--- config.mk ---
export PLATFORM = sky130hd
export DESIGN_NAME = pkt_xbar2
export DESIGN_NICKNAME = d
export VERILOG_FILES = /design/src/rtl/pkt_xbar2.sv
export SDC_FILE = /design/constraint.sdc
export NUM_CORES = 1
export LEC_CHECK = 0
export BUFFER_PORTS_ARGS = -buffer_cell sky130_fd_sc_hd__buf_2
export CAP_MARGIN = 10
export CORE_MARGIN = 2
export CORE_UTILIZATION = 58
export DETAILED_ROUTE_END_ITERATION = 12
export PLACE_DENSITY = 0.79
export SETUP_SLACK_MARGIN = 0.2
export SLEW_MARGIN = 40
export SYNTH_ARGS = -nofsm -noshare
export SYNTH_HDL_FRONTEND = slang
export SYNTH_SLANG_ARGS = --single-unit
--- constraint.sdc ---
create_clock -name clk -period 4.1 [get_ports clk]
set_clock_uncertainty 0.2 [all_clocks]
set_input_delay 0.205 -clock clk [delete_from_list [all_inputs] [get_ports clk]]
set_output_delay 0.205 -clock clk [all_outputs]
set_load 0.02 [all_outputs]
--- src/rtl/pkt_xbar2.sv ---
module pkt_xbar2 #(
  parameter int CAP  = 4,
  parameter int PW   = 8,
  parameter bit MODE = 1'b0,
  localparam int PKW = PW + 2
) (
  input  logic           clk,
  input  logic           rst,
  input  logic           in0_valid,
  output logic           in0_ready,
  input  logic [PKW-1:0] in0_data,
  input  logic           in1_valid,
  output logic           in1_ready,
  input  logic [PKW-1:0] in1_data,
  output logic           out0_valid,
  input  logic           out0_ready,
  output logic [PKW-1:0] out0_data,
  output logic           out1_valid,
  input  logic           out1_ready,
  output logic [PKW-1:0] out1_data
);
  localparam int AW = (CAP > 1) ? $clog2(CAP) : 1;
  localparam int CW = $clog2(CAP + 1);

  logic [1:0]     iv, ir, hv, g, pop, ov, ordy, lk, ls, src, fx;
  logic [PKW-1:0] id [2];
  logic [PKW-1:0] head [2];
  logic [PKW-1:0] od [2];
  logic           same, bint;

  assign iv    = {in1_valid, in0_valid};
  assign id[0] = in0_data;
  assign id[1] = in1_data;
  assign ordy  = {out1_ready, out0_ready};
  assign in0_ready = ir[0];
  assign in1_ready = ir[1];

  for (genvar b = 0; b < 2; b++) begin : buf_g
    logic [PKW-1:0] mem [CAP];
    logic [AW-1:0]  rp, wp;
    logic [CW-1:0]  cnt;
    logic           push;

    assign ir[b]   = cnt < CW'(CAP);
    assign hv[b]   = cnt != '0;
    assign push    = iv[b] & ir[b];
    assign head[b] = mem[rp];

    always_ff @(posedge clk) begin
      if (rst) begin
        rp  <= '0;
        wp  <= '0;
        cnt <= '0;
      end else begin
        if (push) begin
          mem[wp] <= id[b];
          wp <= (wp == AW'(CAP - 1)) ? '0 : wp + 1'b1;
        end
        if (pop[b]) rp <= (rp == AW'(CAP - 1)) ? '0 : rp + 1'b1;
        cnt <= cnt + CW'(push) - CW'(pop[b]);
      end
    end
  end

  assign same  = head[0][0] == head[1][0];
  assign bint  = head[0][1] & head[1][1];
  assign fx[0] = (lk[0] & ~ls[0]) | (lk[1] & ~ls[1]);
  assign fx[1] = (lk[0] &  ls[0]) | (lk[1] &  ls[1]);

  always_comb begin
    if (|fx) begin
      g[0] = fx[0] | (hv[0] & ~same & ~bint);
      g[1] = fx[1] | (hv[1] & ~same & ~bint);
    end else begin
      g[0] = hv[0] & (~hv[1] | same | ~bint | ~MODE);
      g[1] = hv[1] & (~hv[0] | (~same & (~bint | MODE)));
    end
  end

  for (genvar k = 0; k < 2; k++) begin : out_g
    logic from0, from1;
    assign from0  = g[0] & (head[0][0] == 1'(k));
    assign from1  = g[1] & (head[1][0] == 1'(k));
    assign ov[k]  = from0 | from1;
    assign src[k] = ~from0;
    assign od[k]  = from0 ? head[0] : head[1];
  end

  assign pop[0] = g[0] & ordy[head[0][0]];
  assign pop[1] = g[1] & ordy[head[1][0]];

  always_ff @(posedge clk) begin
    if (rst) begin
      lk <= '0;
      ls <= '0;
    end else begin
      lk <= ov & ~ordy;
      ls <= src;
    end
  end

  assign out0_valid = ov[0];
  assign out0_data  = od[0];
  assign out1_valid = ov[1];
  assign out1_data  = od[1];
endmodule


==> flow_summary.toml, run 1 <==
[clock_tree]
cts_tree = "yes"
clock_tree.buffer_depth = 2
clk_pin_slew_ns = 0.10
clkLatencyLatePin_ns = 0.36
cts_sinks = 102
postCtsResizedCells = 0
cts_max_level = 3
root_buffer = "clkbuf_8"
cts-buffers-inserted = 9

[worst_setup_path]
required_ns = 3.69
crit_fanout = 12
worstSetupEndpointType = "output port"
critPathLaunchType = "flop"
arrival_ns = 2.99
path_class = "reg -> out"

[floorplanning]
die_x_um = 90.55
placementRows = 31
chipHeight_um = 90.55
ios = 50
dieArea_um2 = 8198
initial_utilization_pct = 59.89
core_um2 = 7253

[final_layout]
diodes = 0
multi_input_area_um2 = 1408
finish.utilization_pct = 69.98
layout-drive-gt1-share_pct = 29.67
fillers = 486
seq_area_um2 = 2843
instances_no_fill = 436
layout_commonest_cell = "edfxtp_1"
nNetsFinal = 373
syn_to_final_growth_pct = 16.85
layout_common_cells = "edfxtp_1 (80), buf_2 (49), dfxtp_1 (22), dlygate4sd3_1 (22), nor2_1 (15)"

[synthesis]
ys.flop_type = "edfxtp_1"
synthCells = 255
netlist_area_um2 = 4344
synth_top_family_by_area = "multiplexers"
synth_compound_area_share_pct = 3.456
synth_top_area_cell = "edfxtp_1"
synthMuxAreaShare_pct = 17.17
synthTopCellsByArea = "edfxtp_1 (55%), dfxtp_1 (10%), mux4_2 (7.3%)"
yosysSeqAreaShare_pct = 65.44
ys_types = 42
synth_top_area_share_pct = 55.30
ys_warn_count = 0
avgSynthCellArea_um2 = 17.04
yosys.area_share.simple_pct = 5.904
synthArstFlopShare_pct = 0
ys_ff_latch = 102
synth_xor_xnor_area_share_pct = 1.210
syn_nets = 296
synth_fa_ha_area_share_pct = 4.666
synth-edff-count = 80

[drt]
wl_mm = 7.576
first_pass_iters = 4
postRouteAntennaNets = 0
wl_met1_mm = 3.339
highest_layer = "met4"
wl_per_cell_um = 17.38
viasPerCell = 5.466
wl_met3_um = 215
drt_iter0_drc = 115
drcViolationCount = 0
vias = 2383
wl_met2_mm = 3.847

[timing]
slew_viol_final = 0
finalSetupTns_ns = 0
fin_crit_ns = 3.390
period_share_pct = 82.68
worst_pin_slew_ns = 0.5779
fmax_mhz = 295.0
rsz0062_at_grt = "false"
setup_viol = 0
hold_viol_final = 0
slew_headroom_pct = 61.37

[grt]
track_usage_pct = 19.79
grt_max_degree = 23
grt_first_pass_wirelength_mm = 12.11
gr-total-overflow = 0
antenna_found_initial = 0
first_global_vias = 2394

[placed_design]
placed_cells = 398
gp_congestion = 0.8460
dpl.hpwl_mm = 5.330
numPortBuffers = 49

[pwr]
power_density_nw_per_um2 = 619.9
leakage_nw = 1.872
peakVddDrop_v = 0.0002953

[min_path]
hold_class = "in -> reg"

[status]
outcome = "finished clean"

[flow_run]
maxCapViolations = 0
==> kinds of logic after synthesis <==
| family | after synthesis |
|---|---|
| multiplexers | 42 |
| flip-flops | 102 |
| XOR/XNOR | 6 |
| AND/OR/NAND/NOR | 49 |
| AO/OA/AOI/OAI | 23 |
| buffers and inverters | 18 |
| adder cells (fa/ha/maj) | 15 |
==> sequential cells by signal, indices dropped and copies added, names as in the netlist, named ones only <==
name and cells:
buf_g.mem 80, buf_g.cnt 6, buf_g.rp 4, buf_g.wp 4, lk 2, ls 2
==> report_power, final <==
group	internal, mW	switching, mW	total, mW
Clock	0.229	0.342	0.571
Combinational	0.591	0.685	1.28
Sequential	1.22	0.0836	1.30
Total	2.04	1.11	3.15
==> cells in the mapped netlist, types with 2 or more instances <==
cell type / instances
and2_1: 8
mux2i_1: 4
ha_1: 13
clkbuf_2: 2
o21ai_0: 5
xnor2_1: 5
nor2b_1: 5
mux4_1: 6
inv_1: 10
mux2_2: 8
dfxtp_1: 22
buf_6: 3
nand2_1: 8
fa_1: 2
a21o_1: 2
nor3_1: 4
a31oi_1: 2
mux4_2: 14
mux2_1: 2
edfxtp_1: 80
mux2_4: 8
a21oi_1: 8
nor2_1: 15
==> metal layers <==
layer,vias to the layer above,track usage [%]
met2,34,32.71
met5,-,0
met4,0,8.333
met1,1199,25.29
met3,16,4.674
li1,1134,-
==> area by class of cell <==
| type | instances | area share [%] |
|---|---|---|
| clock buffers | 11 | 2.588 |
| multi-input cells | 135 | 27.73 |
| well taps | 99 | 2.440 |
| inverters | 10 | 0.7395 |
| flip-flops and latches | 102 | 56.00 |
| repair buffers | 74 | 9.613 |
| clock inverters | 5 | 0.8874 |
==> repair_timing <==
item                                   4_1_cts  5_1_grt
setup buffers                                0        0
hold buffers                                22        0
endpoints found under the hold margin       82        0
==> worst max-delay path, stage by stage (launching register included) <==
cell and delay, ns:
dfxtp_1 0.57, mux4_2 0.60, a31o_1 0.27, nand2_1 0.09, nand3_1 0.41, mux2_1 0.51
buf_2 0.17
==> worst paths after layout <==
kind / start / end / slack, ns / cells past startpoint
worst min-delay path: rst / buf_g[1].wp[1] / 0.04 / 2
worst min register to register: buf_g[0].rp[1] / flop / 0.32 / 2
worst max register to register: flop / buf_g[0].cnt[2] / 0.78 / 12
worst max-delay path: flop / out1_data[1] / 0.71 / 6
==> through the flow <==
| stage | power (mW) | setup slack (ns) | instance area (um^2) | hold WS (ns) |
|---|---|---|---|---|
| 6_report | 3.146 | 0.7100 | 5076 | 0.04351 |
| 2_1_floorplan | 2.269 | 1.122 | 4344 | 0.08115 |
| 4_1_cts | 3.162 | 0.6882 | 5076 | 0.03206 |
| 3_5_place_dp | 2.586 | 0.7692 | 4679 | 0.2221 |
| 3_3_place_gp | 2.554 | 0.8931 | 4679 | 0.2160 |
| 5_1_grt | 3.317 | 0.5247 | 5076 | 0.06157 |
No activity file was read; power rests on OpenSTA's default activity.
==> run 2, diff against run 1 <==
--- a/config.mk
+++ b/config.mk
@@ -5,6 +5,7 @@
 export SDC_FILE = /design/constraint.sdc
 export NUM_CORES = 1
 export LEC_CHECK = 0
+export ABC_AREA = 1
 export BUFFER_PORTS_ARGS = -buffer_cell sky130_fd_sc_hd__buf_2
 export CAP_MARGIN = 10
 export CORE_MARGIN = 2
==> constraint.sdc (replaced) <==
create_clock -name clk -period 3.3 [get_ports clk]
set_clock_uncertainty 0.2 [all_clocks]
set_input_delay 0.165 -clock clk [delete_from_list [all_inputs] [get_ports clk]]
set_output_delay 0.165 -clock clk [all_outputs]
set_load 0.02 [all_outputs]
==> flow_summary.toml, run 2 <==
[final_layout]
top_register = "buf_g.mem"
syn_to_final_growth_pct = 17.79
layout-drive-gt1-share_pct = 20.68
final_area_um2 = 5419
diodes = 0
layout_commonest_cell = "edfxtp_1"
finish.utilization_pct = 70.49
reg_top3 = "buf_g.mem (80), buf_g.cnt (6)"
fillers = 565
layout_common_cells = "edfxtp_1 (80), nand2_1 (69), inv_1 (60), nor2_1 (57), buf_2 (49)"
largest_reg_flops = 80
instances_no_fill = 629
nNetsFinal = 563

[placed_design]
numPortBuffers = 49
dpl.hpwl_mm = 6.234
placed_cells = 586
place_ws_ns = 0.2026
place_area_um2 = 4945
gp_congestion = 0.7986

[synthesis]
ys_types = 30
synth_top_area_cell = "edfxtp_1"
netlist_area_um2 = 4601
synthMuxAreaShare_pct = 0
synth_top_area_share_pct = 52.22
synth_fa_ha_area_share_pct = 4.406
syn_nets = 481
yosys.area_share.simple_pct = 15.12
synth_most_common_cell = "edfxtp_1"
ys_ff_latch = 102
synthTopCellsByArea = "edfxtp_1 (52%), dfxtp_1 (9.6%), nand2_1 (5.6%)"
synth_top_family_by_area = "simple AND/OR/NAND/NOR gates"
synthArstFlopShare_pct = 0
avgSynthCellArea_um2 = 10.46
synthTopCellsByCount = "edfxtp_1 (80), nand2_1 (69), inv_1 (60), nor2_1 (57), o21ai_0 (37)"
ys.flop_type = "edfxtp_1"
synth_xor_xnor_area_share_pct = 0.3807
synth_compound_area_share_pct = 10.58
synth-edff-count = 80
synthCells = 440
ys_warn_count = 0
yosysSeqAreaShare_pct = 61.79

[pwr]
switchingPower_mw = 2.306
internal_power_mw = 2.686
leakage_nw = 2.271
p_total_mw = 4.992
peakVddDrop_v = 0.0006276
power_density_nw_per_um2 = 921.2
pwr-share-seq_pct = 32.9
netSwitchingFraction_pct = 46.19
clockPowerShare_pct = 14.4
comb_power_share_pct = 52.7

[drt]
viasPerCell = 5.242
drt_iter0_drc = 301
vias = 3297
wl_per_cell_um = 14.53
drcViolationCount = 0
postRouteAntennaNets = 0
wl_mm = 9.138
first_pass_iters = 5

[floorplanning]
dieArea_um2 = 8660
ios = 50
die_x_um = 93.06
core_um2 = 7687
placementRows = 32
initial_utilization_pct = 59.85
chipHeight_um = 93.06

[worst_setup_path]
arrival_ns = 2.94
worstSetupEndpointType = "flop"
slowest_delay_ns = 0.39
path_common_cell = "inv_1"
path_cells = "buf_4 > or2_1 > nand3_1 > nand2_1 > nand2_1 > nand3_2 > nand3_4 > nand3_4 > inv_1 > ha_1 > inv_1 > ha_1 > inv_1 > fa_1 > inv_1 > o21ai_0 > a21oi_1"
cp_slowest_cell = "dfxtp_4"
path_class = "reg -> reg"
critPathLaunchType = "flop"
crit_family = "simple AND/OR/NAND/NOR gates"
crit_fanout = 13
required_ns = 3.40
path_buf_inv = 5

[flow_run]
maxCapViolations = 0

[clock_tree]
clock_tree.buffer_depth = 2
clkLatencyLatePin_ns = 0.37
cts_max_level = 3
cts_tree = "yes"
cts_sinks = 102
root_buffer = "clkbuf_8"
cts-buffers-inserted = 9
clk_pin_slew_ns = 0.09

[grt]
grt_max_degree = 23
met3_usage_pct = 3.465
busiest_layer = "met2"
antenna_found_initial = 0
use_met1_pct = 28.20
grt_first_pass_wirelength_mm = 14.79
use_met2_pct = 38.95
first_global_vias = 3215
gr-total-overflow = 0
track_usage_pct = 22.56

[timing]
finalSetupTns_ns = 0
slew_headroom_pct = 60.07
hold_viol_final = 0
slew_viol_final = 0
rsz0062_at_grt = "false"
setup_ws_ns = 0.4586
setup_viol = 0
fmax_mhz = 351.9
fin_crit_ns = 2.841
period_share_pct = 86.10
holdWs_ns = 0.3294
worst_pin_slew_ns = 0.5927

[status]
outcome = "finished clean"

[min_path]
hold_class = "reg -> reg"
run 2: final timing paths:
| path | startpoint | to | slack, ns | cells past startpoint |
|---|---|---|---|---|
| setup / recovery | flop | buf_g[0].cnt[2] | 0.46 | 17 |
| hold / removal | buf_g[0].wp[1] | buf_g[0].wp[1] | 0.33 | 2 |
| hold reg to reg | buf_g[0].wp[1] | buf_g[0].wp[1] | 0.33 | 2 |
| setup reg to reg | flop | buf_g[0].cnt[2] | 0.46 | 17 |
run 2: kinds of logic (layout without fill, tap and decap cells):
kind of cell,after synthesis,in the layout
simple gates,156,156
flops,102,102
compound gates,85,85
buf+inv,80,167
fa+ha+maj,15,15
xor+xnor,2,2
run 2: power groups by stage:
stage,Clock [mW],Sequential (mW),Combinational [mW]
floorplan,0,1.64,1.94
global placement,0,1.66,2.47
detailed placement,0,1.67,2.54
CTS,0.733,1.64,2.58
global route,0.778,1.66,2.94
finish,0.719,1.64,2.63
run 2: worst reg2reg max path: stages, from the launching register on:
cell	delay, ns
dfxtp_4	0.39
buf_4	0.18
or2_1	0.23
nand3_1	0.07
nand2_1	0.08
nand2_1	0.09
nand3_2	0.10
nand3_4	0.12
nand3_4	0.10
inv_1	0.08
ha_1	0.22
inv_1	0.06
ha_1	0.13
inv_1	0.04
fa_1	0.37
inv_1	0.08
o21ai_0	0.08
a21oi_1	0.14
run 2: layer usage:
metal  vias up  routed length, um  share of wire [%]
met4         0                195                2.1
li1       1633                  -                  -
met2       122               4712                 52
met5         -                  0                  0
met1      1523               3700                 40
met3        19                530                5.8
run 2: layout make-up:
type / count / area (um^2) / share of cell area [%]
Inverter: 63 / 241.5 / 4.456
Sequential cell: 102 / 2846 / 52.53
Tap cell: 102 / 127.6 / 2.355
Clock inverter: 7 / 60.06 / 1.108
Multi-Input combinational cell: 258 / 1415 / 26.11
Timing Repair Buffer: 88 / 604.3 / 11.15
Clock buffer: 9 / 123.9 / 2.286
run 2: what timing repair did:
item	4_1_cts	5_1_grt
endpoints found under the hold margin	91	0
setup buffers	0	2
endpoints found under the setup margin	1	3
resized for setup	1	8
hold buffers	25	0
pin swaps	0	0
==> run 3, diff against run 2 <==
--- a/config.mk
+++ b/config.mk
@@ -5,7 +5,6 @@
 export SDC_FILE = /design/constraint.sdc
 export NUM_CORES = 1
 export LEC_CHECK = 0
-export ABC_AREA = 1
 export BUFFER_PORTS_ARGS = -buffer_cell sky130_fd_sc_hd__buf_2
 export CAP_MARGIN = 10
 export CORE_MARGIN = 2
==> flow_summary.toml, run 3 (synthesis gave the netlist of run 1 again) <==
[timing]
finalSetupTns_ns = 0
hold_viol_final = 0
period_share_pct = 89.39
setup_viol = 0
slew_viol_final = 0
slew_headroom_pct = 64.43
worst_pin_slew_ns = 0.5336
fin_crit_ns = 2.950
rsz0062_at_grt = "false"
fmax_mhz = 339.0

[final_layout]
final_area_um2 = 5150
reg_top3 = "buf_g.mem (80), buf_g.cnt (6)"
multi_input_area_um2 = 1431
top_register = "buf_g.mem"
largest_reg_flops = 80
layout-drive-gt1-share_pct = 32.55
diodes = 0
seq_area_um2 = 2848
nNetsFinal = 379
layout_commonest_cell = "edfxtp_1"
layout_common_cells = "edfxtp_1 (80), buf_2 (49), dlygate4sd3_1 (22), dfxtp_1 (20), nor2_1 (15)"
fillers = 501
syn_to_final_growth_pct = 18.55

[clock_tree]
cts-buffers-inserted = 9
cts_max_level = 3
cts_sinks = 102
cts_tree = "yes"
root_buffer = "clkbuf_8"
clk_pin_slew_ns = 0.08
clock_tree.buffer_depth = 2
clkLatencyLatePin_ns = 0.34

[placed_design]
place_area_um2 = 4695
numPortBuffers = 49
dpl.hpwl_mm = 5.390
gp_congestion = 0.9246

[worst_setup_path]
path_cells = "mux4_2 > a31o_4 > a221oi_2 > buf_4 > mux2_2 > buf_2"
crit_family = "multiplexers"
worstSetupEndpointType = "output port"
required_ns = 2.93
cp_slowest_cell = "mux4_2"
regToRegSetupSlack_ns = 0.35
critPathLaunchType = "flop"
crit_fanout = 12
slowest_delay_ns = 0.55
arrival_ns = 2.58
path_class = "reg -> out"
path_buf_inv = 2

[grt]
track_usage_pct = 20.67
first_global_vias = 2479
grt_max_degree = 23
antenna_found_initial = 0
grt_first_pass_wirelength_mm = 12.58
gr-total-overflow = 0

[pwr]
peakVddDrop_v = 0.0003550
leakage_nw = 1.916
p_total_mw = 4.001
power_density_nw_per_um2 = 776.9

[floorplanning]
die_x_um = 90.55
dieArea_um2 = 8198
initial_utilization_pct = 59.89
core_um2 = 7253
chipHeight_um = 90.55
placementRows = 31
ios = 50

[drt]
wl_mm = 7.867
vias = 2405
drt_iter0_drc = 139
postRouteAntennaNets = 0
wl_met2_mm = 4.102
drcViolationCount = 0
viasPerCell = 5.466
wl_met1_mm = 3.352
first_pass_iters = 4
wl_met3_um = 273
wl_per_cell_um = 17.88
highest_layer = "met4"

[min_path]
hold_class = "in -> reg"

[status]
outcome = "finished clean"

[flow_run]
maxCapViolations = 0
-- run 3: power by group --
| part | switching (mW) | leakage, nW | internal, mW |
|---|---|---|---|
| sequential | 0.0778 | 0.907 | 1.51 |
| combinational | 0.912 | 0.920 | 0.783 |
| clock | 0.377 | 0.0885 | 0.338 |
| total | 1.37 | 1.92 | 2.63 |
-- run 3: final timing paths --
| kind | start | end | cells past startpoint |
|---|---|---|---|
| setup / recovery | flop | out0_data[4] | 6 |
| hold / removal | rst | buf_g[0].cnt[1] | 2 |
| setup reg to reg | buf_g[0].mem[1][0] | buf_g[1].cnt[2] | 10 |
| hold reg to reg | buf_g[0].rp[1] | buf_g[0].rp[1] | 2 |
-- run 3: stage by stage --
| stage | utilization, % | setup WS [ns] | std cells | hold slack [ns] |
|---|---|---|---|---|
| after floorplan | - | 0.3220 | 255 | 0.04115 |
| after global placement | 64.72 | 0.2976 | 400 | 0.1770 |
| after detailed placement | 64.72 | 0.2545 | 400 | 0.1819 |
| after CTS | 70.26 | 0.2368 | 436 | 0.009347 |
| after global routing | 71.00 | 0.1988 | 440 | 0.04030 |
| final | 71.00 | 0.3502 | 440 | 0.02609 |
-- run 3: per-layer routing --
metal	global-route usage [%]	up-vias
met3	4.090	10
met1	26.63	1198
met2	34.02	58
met5	0	-
li1	-	1139
met4	9.744	0
-- run 3: repair_timing --
action / 4_1_cts / 5_1_grt
gates resized for setup: 1 / 6
cloned: 0 / 0
buffers inserted: 0 / 4
setup endpoints to repair: 2 / 2
hold buffers: 22 / 0
endpoints found under the hold margin: 82 / 0
pin swaps: 0 / 3
-- run 3: final cells by class --
type	count	share of cell area, %
tap	99	2.405
sequential	102	55.30
clock inverter	5	1.020
multi-input combinational	135	27.79
inverter	10	0.7289
timing repair buffer	80	10.35
clock buffer	9	2.405
-- run 3: worst register-to-register path: stages, from the launching register on --
cell	delay, ns
edfxtp_1	0.40
mux4_2	0.57
xnor2_2	0.19
buf_4	0.14
o21a_1	0.23
nor2_1	0.18
xnor2_1	0.09
ha_1	0.20
fa_1	0.39
xnor2_1	0.20
nor2_1	0.05
